**config.mk**
```make
export PLATFORM = sky130hd
export DESIGN_NAME = lsq_demod
export DESIGN_NICKNAME = d
export VERILOG_FILES = /design/src/rtl/lsq_pkg.sv /design/src/rtl/lsq_phase_gen.sv /design/src/rtl/lsq_coef_rom.sv /design/src/rtl/lsq_window_acc.sv /design/src/rtl/lsq_demod.sv
export SDC_FILE = /design/constraint.sdc
export NUM_CORES = 2
export LEC_CHECK = 0
export CAP_MARGIN = 20
export CELL_PAD_IN_SITES_DETAIL_PLACEMENT = 0
export CELL_PAD_IN_SITES_GLOBAL_PLACEMENT = 1
export CORE_ASPECT_RATIO = 2
export CORE_UTILIZATION = 40
export DETAILED_ROUTE_END_ITERATION = 12
export PLACE_DENSITY_LB_ADDON = 0.1
export SETUP_SLACK_MARGIN = 0.02
export SLEW_MARGIN = 20
export SYNTH_ARGS = -nofsm -noshare
export SYNTH_HDL_FRONTEND = slang
export SYNTH_SLANG_ARGS = --single-unit
export TNS_END_PERCENT = 20
```
**constraint.sdc**
```tcl
create_clock -name clk -period 9.6 [get_ports clk]
set_input_delay 1.44 -clock clk [delete_from_list [all_inputs] [get_ports clk]]
set_output_delay 1.44 -clock clk [all_outputs]
set_load 0.02 [all_outputs]
```
**src/rtl/lsq_pkg.sv**
```systemverilog
package lsq_pkg;

  localparam real TWO_PI = 6.283185307179586;

  // Weight for phase slot k, with the 2/N least-squares scale folded in.
  function automatic int lsq_weight(int k, int n, int cw, bit use_sin);
    real ang;
    real mag;
    real v;
    ang = TWO_PI * real'(k) / real'(n);
    mag = 2.0 * real'((1 << (cw - 1)) - 1) / real'(n);
    v   = use_sin ? mag * $sin(ang) : mag * $cos(ang);
    return $rtoi($floor(v + 0.5));
  endfunction

endpackage

```
**src/rtl/lsq_phase_gen.sv**
```systemverilog
module lsq_phase_gen #(
  parameter int N = 7,
  parameter int M = 26,
  localparam int IW = $clog2(N)
) (
  input  logic          clk,
  input  logic          rst_n,
  input  logic          advance,
  output logic [IW-1:0] phase
);
  localparam int STEP = M % N;

  logic [IW:0]   phase_sum;
  logic [IW-1:0] phase_next;

  assign phase_sum  = {1'b0, phase} + (IW+1)'(STEP);
  assign phase_next = (phase_sum >= (IW+1)'(N)) ? IW'(phase_sum - (IW+1)'(N))
                                                 : phase_sum[IW-1:0];

  always_ff @(posedge clk or negedge rst_n) begin
    if (!rst_n)       phase <= '0;
    else if (advance) phase <= phase_next;
  end

  assert_phase_range_R2: assert property (@(posedge clk) disable iff (!rst_n)
    int'(phase) < N);

  assert_phase_step_R2: assert property (@(posedge clk) disable iff (!rst_n)
    advance |=> int'(phase) == (int'($past(phase)) + M) % N);

  assert_phase_hold_R6: assert property (@(posedge clk) disable iff (!rst_n)
    !advance |=> $stable(phase));

endmodule

```
**src/rtl/lsq_coef_rom.sv**
```systemverilog
module lsq_coef_rom #(
  parameter int N  = 7,
  parameter int CW = 16,
  localparam int IW = $clog2(N)
) (
  input  logic [IW-1:0]        phase,
  output logic signed [CW-1:0] w_cos,
  output logic signed [CW-1:0] w_sin
);
  import lsq_pkg::*;

  localparam int SLOTS = 1 << IW;

  logic signed [CW-1:0] cos_tab [SLOTS];
  logic signed [CW-1:0] sin_tab [SLOTS];

  for (genvar k = 0; k < SLOTS; k++) begin : g_slot
    if (k < N) begin : g_used
      localparam int WC = lsq_weight(k, N, CW, 1'b0);
      localparam int WS = lsq_weight(k, N, CW, 1'b1);
      assign cos_tab[k] = CW'(WC);
      assign sin_tab[k] = CW'(WS);
    end else begin : g_spare
      assign cos_tab[k] = '0;
      assign sin_tab[k] = '0;
    end
  end

  assign w_cos = cos_tab[phase];
  assign w_sin = sin_tab[phase];

endmodule

```
**src/rtl/lsq_window_acc.sv**
```systemverilog
module lsq_window_acc #(
  parameter int N  = 7,
  parameter int PW = 31,
  parameter int AW = 35
) (
  input  logic                 clk,
  input  logic                 rst_n,
  input  logic                 push,
  input  logic signed [PW-1:0] prod,
  output logic signed [AW-1:0] acc
);
  logic signed [PW-1:0] line [N];
  logic signed [PW-1:0] oldest;

  assign oldest = line[N-1];

  always_ff @(posedge clk or negedge rst_n) begin
    if (!rst_n) begin
      for (int i = 0; i < N; i++) line[i] <= '0;
      acc <= '0;
    end else if (push) begin
      line[0] <= prod;
      for (int i = 1; i < N; i++) line[i] <= line[i-1];
      acc <= acc + AW'(prod) - AW'(oldest);
    end
  end

  localparam logic signed [AW-1:0] BOUND = AW'(N) <<< (PW - 1);

  assert_no_overflow_R9: assert property (@(posedge clk) disable iff (!rst_n)
    (acc <= BOUND) && (acc >= -BOUND));

endmodule

```
**src/rtl/lsq_demod.sv**
```systemverilog
module lsq_demod #(
  parameter int N      = 7,
  parameter int M      = 26,
  parameter int DW     = 14,
  parameter int CW     = 16,
  parameter int OFFSET = 12,
  localparam int IW = $clog2(N),
  localparam int XW = DW + 1,
  localparam int PW = XW + CW,
  localparam int AW = PW + IW + 1,
  localparam int OW = AW - CW + 1
) (
  input  logic                 clk,
  input  logic                 rst_n,
  input  logic                 in_valid,
  input  logic signed [DW-1:0] in_sample,
  output logic                 out_valid,
  output logic signed [OW-1:0] out_i,
  output logic signed [OW-1:0] out_q
);
  logic [IW-1:0]        phase;
  logic signed [CW-1:0] w_cos;
  logic signed [CW-1:0] w_sin;
  logic signed [XW-1:0] x_corr;
  logic signed [PW-1:0] prod_i;
  logic signed [PW-1:0] prod_q;
  logic signed [AW-1:0] acc_i;
  logic signed [AW-1:0] acc_q;
  logic [IW-1:0]        fill;
  logic                 window_full;
  logic                 last_fill;

  lsq_phase_gen #(.N(N), .M(M)) u_phase (
    .clk(clk), .rst_n(rst_n), .advance(in_valid), .phase(phase));

  lsq_coef_rom #(.N(N), .CW(CW)) u_rom (
    .phase(phase), .w_cos(w_cos), .w_sin(w_sin));

  assign x_corr = XW'(in_sample) - XW'(OFFSET);
  assign prod_i = x_corr * w_cos;
  assign prod_q = x_corr * w_sin;

  lsq_window_acc #(.N(N), .PW(PW), .AW(AW)) u_acc_i (
    .clk(clk), .rst_n(rst_n), .push(in_valid), .prod(prod_i), .acc(acc_i));

  lsq_window_acc #(.N(N), .PW(PW), .AW(AW)) u_acc_q (
    .clk(clk), .rst_n(rst_n), .push(in_valid), .prod(prod_q), .acc(acc_q));

  assign last_fill = (fill == IW'(N - 1));

  always_ff @(posedge clk or negedge rst_n) begin
    if (!rst_n) begin
      fill        <= '0;
      window_full <= 1'b0;
      out_valid   <= 1'b0;
    end else begin
      out_valid <= in_valid && (window_full || last_fill);
      if (in_valid && !window_full) begin
        if (last_fill) window_full <= 1'b1;
        else           fill        <= fill + 1'b1;
      end
    end
  end

  assign out_i = acc_i[AW-1:CW-1];
  assign out_q = acc_q[AW-1:CW-1];

  assert_valid_needs_full_R5: assert property (@(posedge clk) disable iff (!rst_n)
    out_valid |-> window_full);

  assert_valid_follows_sample_R5: assert property (@(posedge clk) disable iff (!rst_n)
    out_valid |-> $past(in_valid));

  assert_first_fill_valid_R5: assert property (@(posedge clk) disable iff (!rst_n)
    $rose(window_full) |-> out_valid);

  assert_idle_hold_R6: assert property (@(posedge clk) disable iff (!rst_n)
    !in_valid |=> ($stable(acc_i) && $stable(acc_q) && !out_valid));

endmodule

```
==> impl_metrics.toml <==
[floorplan]
start_util_pct = 40.4
rows = 165
die_w_um = 228
io_pins = 58
core_sq_um = 101000
die_height_um = 454
dieArea_sq_um = 103000

[synthesis]
ys.flop_type = "dfrtp_1"
synth.avg_cell_area_sq_um = 11.1
syn_nets = 4470
synth_cell_types = 82
synth-async-reset-ratio_pct = 100
synth_warnings = 0
syn_area_sq_um = 40800
syn_inst = 3684
yosysSeqAreaShare_pct = 31.4
ys_seq_elements = 512
synth-edff-count = 0

[place]
dp_slack_ns = -2.42
dp_cells = 5552
gp_congestion = 0.949
dpl.hpwl_um = 102000
io_buffers = 57

[setup_path]
crit_type = "in -> reg"
crit_slowest_cell = "fa_2"
crit_arrival_ns = 10.58
critPathBufInv = 8
startpoint = "in_sample[3]"
max_stage_delay_ns = 0.60
crit_family = "adder cells"
end_kind = "flop"
start_kind = "input port"
crit_path_max_fanout = 4
cpMostUsedCell = "fa_2"
r2r-start = "u_phase.phase[0]$_DFFE_PN0P_"
critPathRequiredTime_ns = 10.18

[cts]
ctsHtreeMaxLevel = 2
clock_path_buffers = 3
cts_tree = "yes"
cts_buffers = 51
root_buffer = "clkbuf_16"
clock-sinks = 512
clk_pin_slew_worst_paths_ns = 0.07
clk_latency_ns = 0.65

[status]
failed_checks = "setup timing"
outcome = "complete, but fails checks"

[grt]
overflow = 0
antenna_found_initial = 2
first_global_vias = 32500
grt_pass1_wl_um = 189000
grtUsageTotal_pct = 24.4
grt_max_degree = 182

[hold_path]
worstHoldStart = "u_acc_q.line[88]$_DFFE_PN0P_"
hp-class = "reg -> reg"

[sta]
slew_viol_final = 0
setup_viol = 19
fin_tns_setup_ns = -3.38
fmax_ghz = 0.100
fin_crit_ns = 10.0
relSlewSlack_pct = 30.0
timing.final.hold_violations = 0
worst_pin_slew_ns = 1.05
rsz0062_at_grt = "yes"
min_period_over_period_pct = 104
setup_ws_ns = -0.399
fin_skew_ns = 0.0354

[drt]
wl_per_cell_um = 21.4
ant_nets = 0
vias = 28100
vias_per_cell = 4.93
drc = 0
drt_wl_total_um = 122000
first_iter_violations = 969
dr.pass1.iters = 5

[layout]
drive_above_1_share_pct = 32.3
fin_util_pct = 50.1
layout_common_cells = "buf_4 (630), inv_1 (600), dfrtp_1 (512)"
fin_cells = 5688
num-nets-final = 5098
area_growth_pct = 24.1
final_common_cell = "buf_4"

[job]
maxCapViolCount = 0
[kinds of logic after synthesis]
family / count (synthesis) / synth area share (%)
AOI/OAI and AO/OA: 411 / 6.34
xor gates and xnor gates: 144 / 3.09
adders and majority gates: 769 / 32.7
buffers and inverters: 760 / 7.36
DFF: 512 / 31.4
muxes: 430 / 11.9
and+or+nand+nor: 658 / 7.29
[flip-flops by register name, indices dropped and copies added (netlist names)]
signal / cells
u_acc_q.oldest: 31
window_full: 1
out_valid: 1
u_phase.phase: 3
u_acc_i.acc: 35
u_acc_i.oldest: 31
u_acc_q.acc: 35
u_acc_q.line: 186
fill: 3
u_acc_i.line: 186
[cell type report]
cell class	count	area, sq um
fill	9370	50500
multi-input combinational	2412	26300
sequential	512	12800
timing repair buffer	719	5780
inverter	616	2320
tap	1336	1670
clock buffer	69	1450
clock inverter	22	404
antenna	2	5.00
[layer usage]
layer  wire, um  track usage (%)
met5          0                0
met4       8400             14.5
met3       2250             1.88
met2      71000             49.8
met1      40000             23.1
[synth_stat cells, drive strengths merged (3+ instances only)]
master,n,area [sq um]
inv,614,2300
ha,272,3400
nor3,24,141
nor2b,28,175
a31oi,13,81.3
a31o,5,43.8
xnor2,107,937
nand2b,33,206
and2,32,200
nand2,269,1010
nand3b,4,30.0
and3,9,56.3
xor2,37,324
dfrtp,512,12800
a21o,51,383
o31ai,7,62.6
o21a,24,180
mux2i,6,60.1
o211ai,8,60.1
fa,497,9950
nand4,8,50.1
or2,9,56.3
mux2,423,4760
nor3b,4,35.0
or3,7,43.8
nand3,22,115
a21boi,8,60.1
a21oi,106,546
buf,51,345
a211oi,16,125
nand4b,3,26.3
a211o,3,26.3
clkbuf,93,349
o21bai,8,63.8
a221oi,3,26.3
nor2,196,736
o21ai,136,696
o2111ai,3,26.3
[path summary, 6_finish.rpt]
kind / end / slack [ns] / cells past startpoint
worst min register to register: u_acc_q.line[57]$_DFFE_PN0P_ / 0.48 / 1
min in group asynchronous: u_acc_q.line[59]$_DFFE_PN0P_ / 0.78 / 1
worst max register to register: u_acc_i.acc[33]$_DFFE_PN0P_ / 0.04 / 38
worst min-delay path: u_acc_q.line[57]$_DFFE_PN0P_ / 0.48 / 1
worst max-delay path: u_acc_i.acc[33]$_DFFE_PN0P_ / -0.40 / 42
max in group asynchronous: u_acc_i.line[182]$_DFFE_PN0P_ / 6.76 / 3
[stage by stage]
| step | hold WS, ns | cell area [sq um] |
|---|---|---|
| floorplan | 0.440 | 41000 |
| global placement | 0.462 | 47400 |
| detailed placement | 0.469 | 47400 |
| CTS | 0.483 | 50000 |
| global route | 0.510 | 50700 |
| finish | 0.478 | 50700 |
[repair_timing]
action / 4_1_cts / 5_1_grt
setup buffers: 30 / 13
pin swaps: 61 / 91
hold buffers: 0 / 0
endpoints found under the setup margin: 40 / 34
resized for setup: 162 / 111
Power is not shown: default switching activity piles up to over one toggle a cycle in this logic, so the estimate is an artifact.
